===== config.mk =====
export PLATFORM = sky130hd
export DESIGN_NAME = fiq_sel
export DESIGN_NICKNAME = d
export VERILOG_FILES = /design/src/rtl/fiq_sel_pkg.sv /design/src/rtl/fiq_sel_ctrl.sv /design/src/rtl/fiq_sel_mux.sv /design/src/rtl/fiq_sel.sv
export SDC_FILE = /design/constraint.sdc
export NUM_CORES = 1
export LEC_CHECK = 0
export ABC_CLOCK_PERIOD_IN_PS = 4100
export BUFFER_PORTS_ARGS = -buffer_cell sky130_fd_sc_hd__buf_4
export CORE_AREA = 3 3 74 58
export CTS_CLUSTER_SIZE = 28
export DETAILED_ROUTE_END_ITERATION = 7
export DIE_AREA = 0 0 77 61
export GPL_ROUTABILITY_DRIVEN = 1
export GPL_TIMING_DRIVEN = 1
export PLACE_DENSITY = 0.84
export SYNTH_ARGS = -nofsm -noshare
export SYNTH_HDL_FRONTEND = slang
export SYNTH_SLANG_ARGS = --single-unit

===== constraint.sdc =====
create_clock -name clk_i -period 4.1 [get_ports clk_i]
set_input_delay 0.205 -clock clk_i [delete_from_list [all_inputs] [get_ports clk_i]]
set_output_delay 0.205 -clock clk_i [all_outputs]
set_load 0.02 [all_outputs]

===== src/rtl/fiq_sel_pkg.sv =====
package fiq_sel_pkg;
  localparam int unsigned SRC_IDX_W = 7;
  localparam int unsigned CTRL_W    = SRC_IDX_W + 1;

  typedef struct packed {
    logic                 arm;
    logic [SRC_IDX_W-1:0] src;
  } fiq_ctrl_t;
endpackage


===== src/rtl/fiq_sel_ctrl.sv =====
module fiq_sel_ctrl
  import fiq_sel_pkg::*;
#(
  parameter int unsigned ADDR_W   = 8,
  parameter int unsigned DATA_W   = 32,
  parameter logic [ADDR_W-1:0] CTRL_OFS = 8'h0C
) (
  input  logic              clk_i,
  input  logic              rst_ni,
  input  logic [ADDR_W-1:0] bus_addr_i,
  input  logic              bus_we_i,
  input  logic [DATA_W-1:0] bus_wdata_i,
  output logic [DATA_W-1:0] bus_rdata_o,
  output fiq_ctrl_t         ctrl_o
);
  logic hit;
  fiq_ctrl_t ctrl_q;

  assign hit = (bus_addr_i == CTRL_OFS);

  always_ff @(posedge clk_i or negedge rst_ni) begin
    if (!rst_ni)              ctrl_q <= '0;
    else if (bus_we_i && hit) ctrl_q <= fiq_ctrl_t'(bus_wdata_i[CTRL_W-1:0]);
  end

  always_comb begin
    bus_rdata_o = '0;
    if (hit) bus_rdata_o[CTRL_W-1:0] = ctrl_q;
  end

  assign ctrl_o = ctrl_q;
endmodule


===== src/rtl/fiq_sel_mux.sv =====
module fiq_sel_mux
  import fiq_sel_pkg::*;
#(
  parameter int unsigned N_BANK1 = 32,
  parameter int unsigned N_BANK2 = 32,
  parameter int unsigned N_BASIC = 8
) (
  input  logic [N_BANK1-1:0] bank1_i,
  input  logic [N_BANK2-1:0] bank2_i,
  input  logic [N_BASIC-1:0] basic_i,
  input  fiq_ctrl_t          ctrl_i,
  output logic               fiq_o
);
  localparam int unsigned N_SRC = N_BANK1 + N_BANK2 + N_BASIC;
  localparam int unsigned SPAN  = 1 << SRC_IDX_W;

  logic [N_SRC-1:0] flat;
  logic [SPAN-1:0]  span_vec;
  logic             lvl;

  // flat order: bank1 lowest, then bank2, then basic
  assign flat = {basic_i, bank2_i, bank1_i};

  generate
    if (N_SRC < SPAN) begin : g_pad
      assign span_vec = {{(SPAN - N_SRC){1'b0}}, flat};
    end else begin : g_fit
      assign span_vec = flat[SPAN-1:0];
    end
  endgenerate

  assign lvl   = span_vec[ctrl_i.src];
  assign fiq_o = ctrl_i.arm & lvl;
endmodule


===== src/rtl/fiq_sel.sv =====
module fiq_sel
  import fiq_sel_pkg::*;
#(
  parameter int unsigned ADDR_W   = 8,
  parameter int unsigned DATA_W   = 32,
  parameter logic [ADDR_W-1:0] CTRL_OFS = 8'h0C,
  parameter int unsigned N_BANK1  = 32,
  parameter int unsigned N_BANK2  = 32,
  parameter int unsigned N_BASIC  = 8
) (
  input  logic               clk_i,
  input  logic               rst_ni,
  input  logic [ADDR_W-1:0]  bus_addr_i,
  input  logic               bus_we_i,
  input  logic [DATA_W-1:0]  bus_wdata_i,
  output logic [DATA_W-1:0]  bus_rdata_o,
  input  logic [N_BANK1-1:0] bank1_i,
  input  logic [N_BANK2-1:0] bank2_i,
  input  logic [N_BASIC-1:0] basic_i,
  output logic               fiq_o
);
  fiq_ctrl_t ctrl_q;

  fiq_sel_ctrl #(
    .ADDR_W(ADDR_W), .DATA_W(DATA_W), .CTRL_OFS(CTRL_OFS)
  ) u_ctrl (
    .clk_i(clk_i), .rst_ni(rst_ni),
    .bus_addr_i(bus_addr_i), .bus_we_i(bus_we_i), .bus_wdata_i(bus_wdata_i),
    .bus_rdata_o(bus_rdata_o), .ctrl_o(ctrl_q)
  );

  fiq_sel_mux #(
    .N_BANK1(N_BANK1), .N_BANK2(N_BANK2), .N_BASIC(N_BASIC)
  ) u_mux (
    .bank1_i(bank1_i), .bank2_i(bank2_i), .basic_i(basic_i),
    .ctrl_i(ctrl_q), .fiq_o(fiq_o)
  );
endmodule


==> metrics.md <==
| Metric | Value |
|---|---|
| Starting DRC count in detailed routing | `17` |
| Slew margin rel. | `51.11%` |
| DRC Markers | `0` |
| Clk buf depth | `2` |
| Post-DRT Antenna Nets | `0` |
| Leakage | `0.9559 nW` |
| Die H | `61 um` |
| Slowest cell delay on critical path | `620 ps` |
| Grt total ovfl | `0` |
| P per Cell Area | `164.6 mW/mm^2` |
| Vias in the first global route | `1,224` |
| CP Capture Type | `primary output` |
| Largest net degree at the start of global routing | `21` |
| Synthesized area per cell | `12.42 um^2` |
| Final worst-path cycle share | `72.32%` |
| Die area | `0.004697 mm^2` |
| Mapped Cells | `107` |
| All-Layer GR Usage | `15.18%` |
| CP startpoint kind | `flip-flop` |
| Most frequent cell after synthesis | `buf_4` |
| Clock latency on the worst-skew pair | `230 ps` |
| Cell variety after synth | `34` |
| Vias | `1,197` |
| Rows | `19` |
| Ys async rst share | `100.0%` |
| Ys flop type | `dfrtp_1` |
| I/O pin cnt | `148` |
| Clock root buffer master | `clkbuf_8` |
| Delay-heaviest family, CP | `multiplexers` |
| Fin. max-slew vios | `0` |
| H-tree depth | `1` |
| CTS Hold Bufs | `1` |
| CP cell instances | `buf_4 > mux4_1 > mux2_2 > nor3b_1 > nor4_1 > a221o_1 > buf_4` |
| Area grow syn2layout | `50.28%` |
| Post-synth top area share | `21.75%` |
| Hold WC Path Type | `input port to flip-flop` |
| Final Hold Fails | `0` |
| # diodes | `0` |
| First-pass GRT wire length | `5478 um` |
| Per-cell routed wire length | `14.22 um` |
| Maximum clock rate | `337.2 MHz` |
| Slowest-stage cell, CP | `dfrtp_1` |
| Clock Sinks | `8` |
| Max FO, Critical Path | `13` |
| Die X | `77 um` |
| Peak supply drop | `0.1264 mV` |
| Port Buffer Count | `99` |
| Hpwl dp | `3000 um` |
| Final Net Count | `319` |
| Setup Skew | `0 ps` |
| Post-synth top cells | `24 x buf_4, 11 x mux2_2, 11 x mux4_1` |
| Post-Route WL | `3613 um` |
| Final worst path period need | `2965 ps` |
| Synthesized area | `0.001329 mm^2` |
| Initial Util | `36.53%` |
| Largest register FFs | `8` |
| Register area share after synthesis | `15.07%` |
| Buf+Inv Stages, Crit Path | `2` |
| Worst EP required | `3890 ps` |
| Initial antenna violation count | `0` |
| Worst slew pin tran | `733.4 ps` |
| Worst path most repeated cell | `buf_4` |
| CP arrival | `2760 ps` |
| DR pass1 iterations | `2` |
| Synth top area cells | `mux4_1 22%, dfrtp_1 15%, buf_4 14%, mux4_2 10%, mux2_2 9.3%` |
| Setup violators final | `0` |
| Core Footprint | `0.003637 mm^2` |
| Yosys warns | `0` |
| Total negative setup slack | `0 ps` |
| Post_cts resized | `0` |
| WS Path Type | `flip-flop to primary output` |
| Synth Register Bits | `8` |
| CTS tree | `yes` |
| Total power | `0.3287 mW` |
| Cts bufs inserted | `3` |
| RSZ-0062 raised after global routing | `no` |
| Max-Cap Viols | `0` |
| Layout cells sized above 1 | `61.88%` |
| Placer Congestion | `0.6596` |
| DR vias/cell | `4.713` |
| EDFF count, synth | `0` |
| Buffers inserted by post-CTS timing repair | `0` |
| Dominant cell type by area after synthesis | `mux4_1` |
| Outcome | `completed` |
| CTS clk-pin slew, worst paths | `40 ps` |
[cell usage in the layout (no fill, tap or decap), types with 3 or more instances in the layout]
| master | Yosys | final |
|---|---|---|
| buf_4 | 24 | 100 |
| mux4_1 | 11 | 11 |
| clkbuf_8 | 5 | 3 |
| and2_1 | 7 | 7 |
| dfrtp_1 | 8 | 8 |
| mux4_2 | 6 | 6 |
| mux2_2 | 11 | 11 |
| conb_1 | 1 | 24 |
| mux2i_1 | 3 | 3 |
[logic make-up (layout without fill, tap and decap cells)]
family          Yosys count  count (layout)  synth area share, %
mux                      31              31                43.50
buf+inv                  32             104                21.47
flops                     8               8                15.07
simple gates             28              28                14.88
compound gates            7               7                4.802
other cells               1              24               0.2822
[layout make-up]
type,count,area [um^2]
repair buffers,101,760.7
clock buffers,3,41.29
flip-flops and latches,8,200.2
well taps,52,65.06
fillers,331,1640
multi-input cells,90,929.6
[final timing paths]
path	depth (start not counted)	slack [ps]	endpoint	from
setup / recovery	7	1130	fiq_o	u_ctrl.ctrl_o[0]
setup reg to reg	1	2940	u_ctrl.ctrl_o[1]	u_ctrl.ctrl_o[1]
hold / removal	2	210	u_ctrl.ctrl_o[5]	bus_wdata_i[5]
hold reg to reg	1	590	u_ctrl.ctrl_o[4]	u_ctrl.ctrl_o[4]
max in group asynchronous	2	3620	u_ctrl.ctrl_o[0]	rst_ni
min in group asynchronous	2	360	u_ctrl.ctrl_o[7]	rst_ni
[stage by stage]
step,hold slack (ps),worst slack [ps],utilization [%],cell area (um^2),cells
after floorplan,-90.59,1958,-,1415,130
after global placement,24.67,1363,53.49,1946,250
after detailed placement,26.83,1343,53.49,1946,250
after CTS,204.8,1084,54.90,1997,254
after global routing,206.3,1009,54.90,1997,254
final,208.7,1135,54.90,1997,254
[layer usage]
metal | vias to the layer above | wire, um | share of wire [%] | global-route usage, %
li1 | 570 | - | - | -
met1 | 545 | 1366 | 38 | 18.36
met2 | 78 | 1838 | 51 | 27.42
met3 | 4 | 389 | 11 | 4.303
met4 | 0 | 19 | 0.53 | 3.807
met5 | - | 0 | 0 | 0
[where the power goes]
group / switching (mW) / internal, mW
Clock: 0.0293 / 0.0634
Combinational: 0.0488 / 0.0918
Sequential: 0.0124 / 0.0830
(Power assumes the default switching activity.)
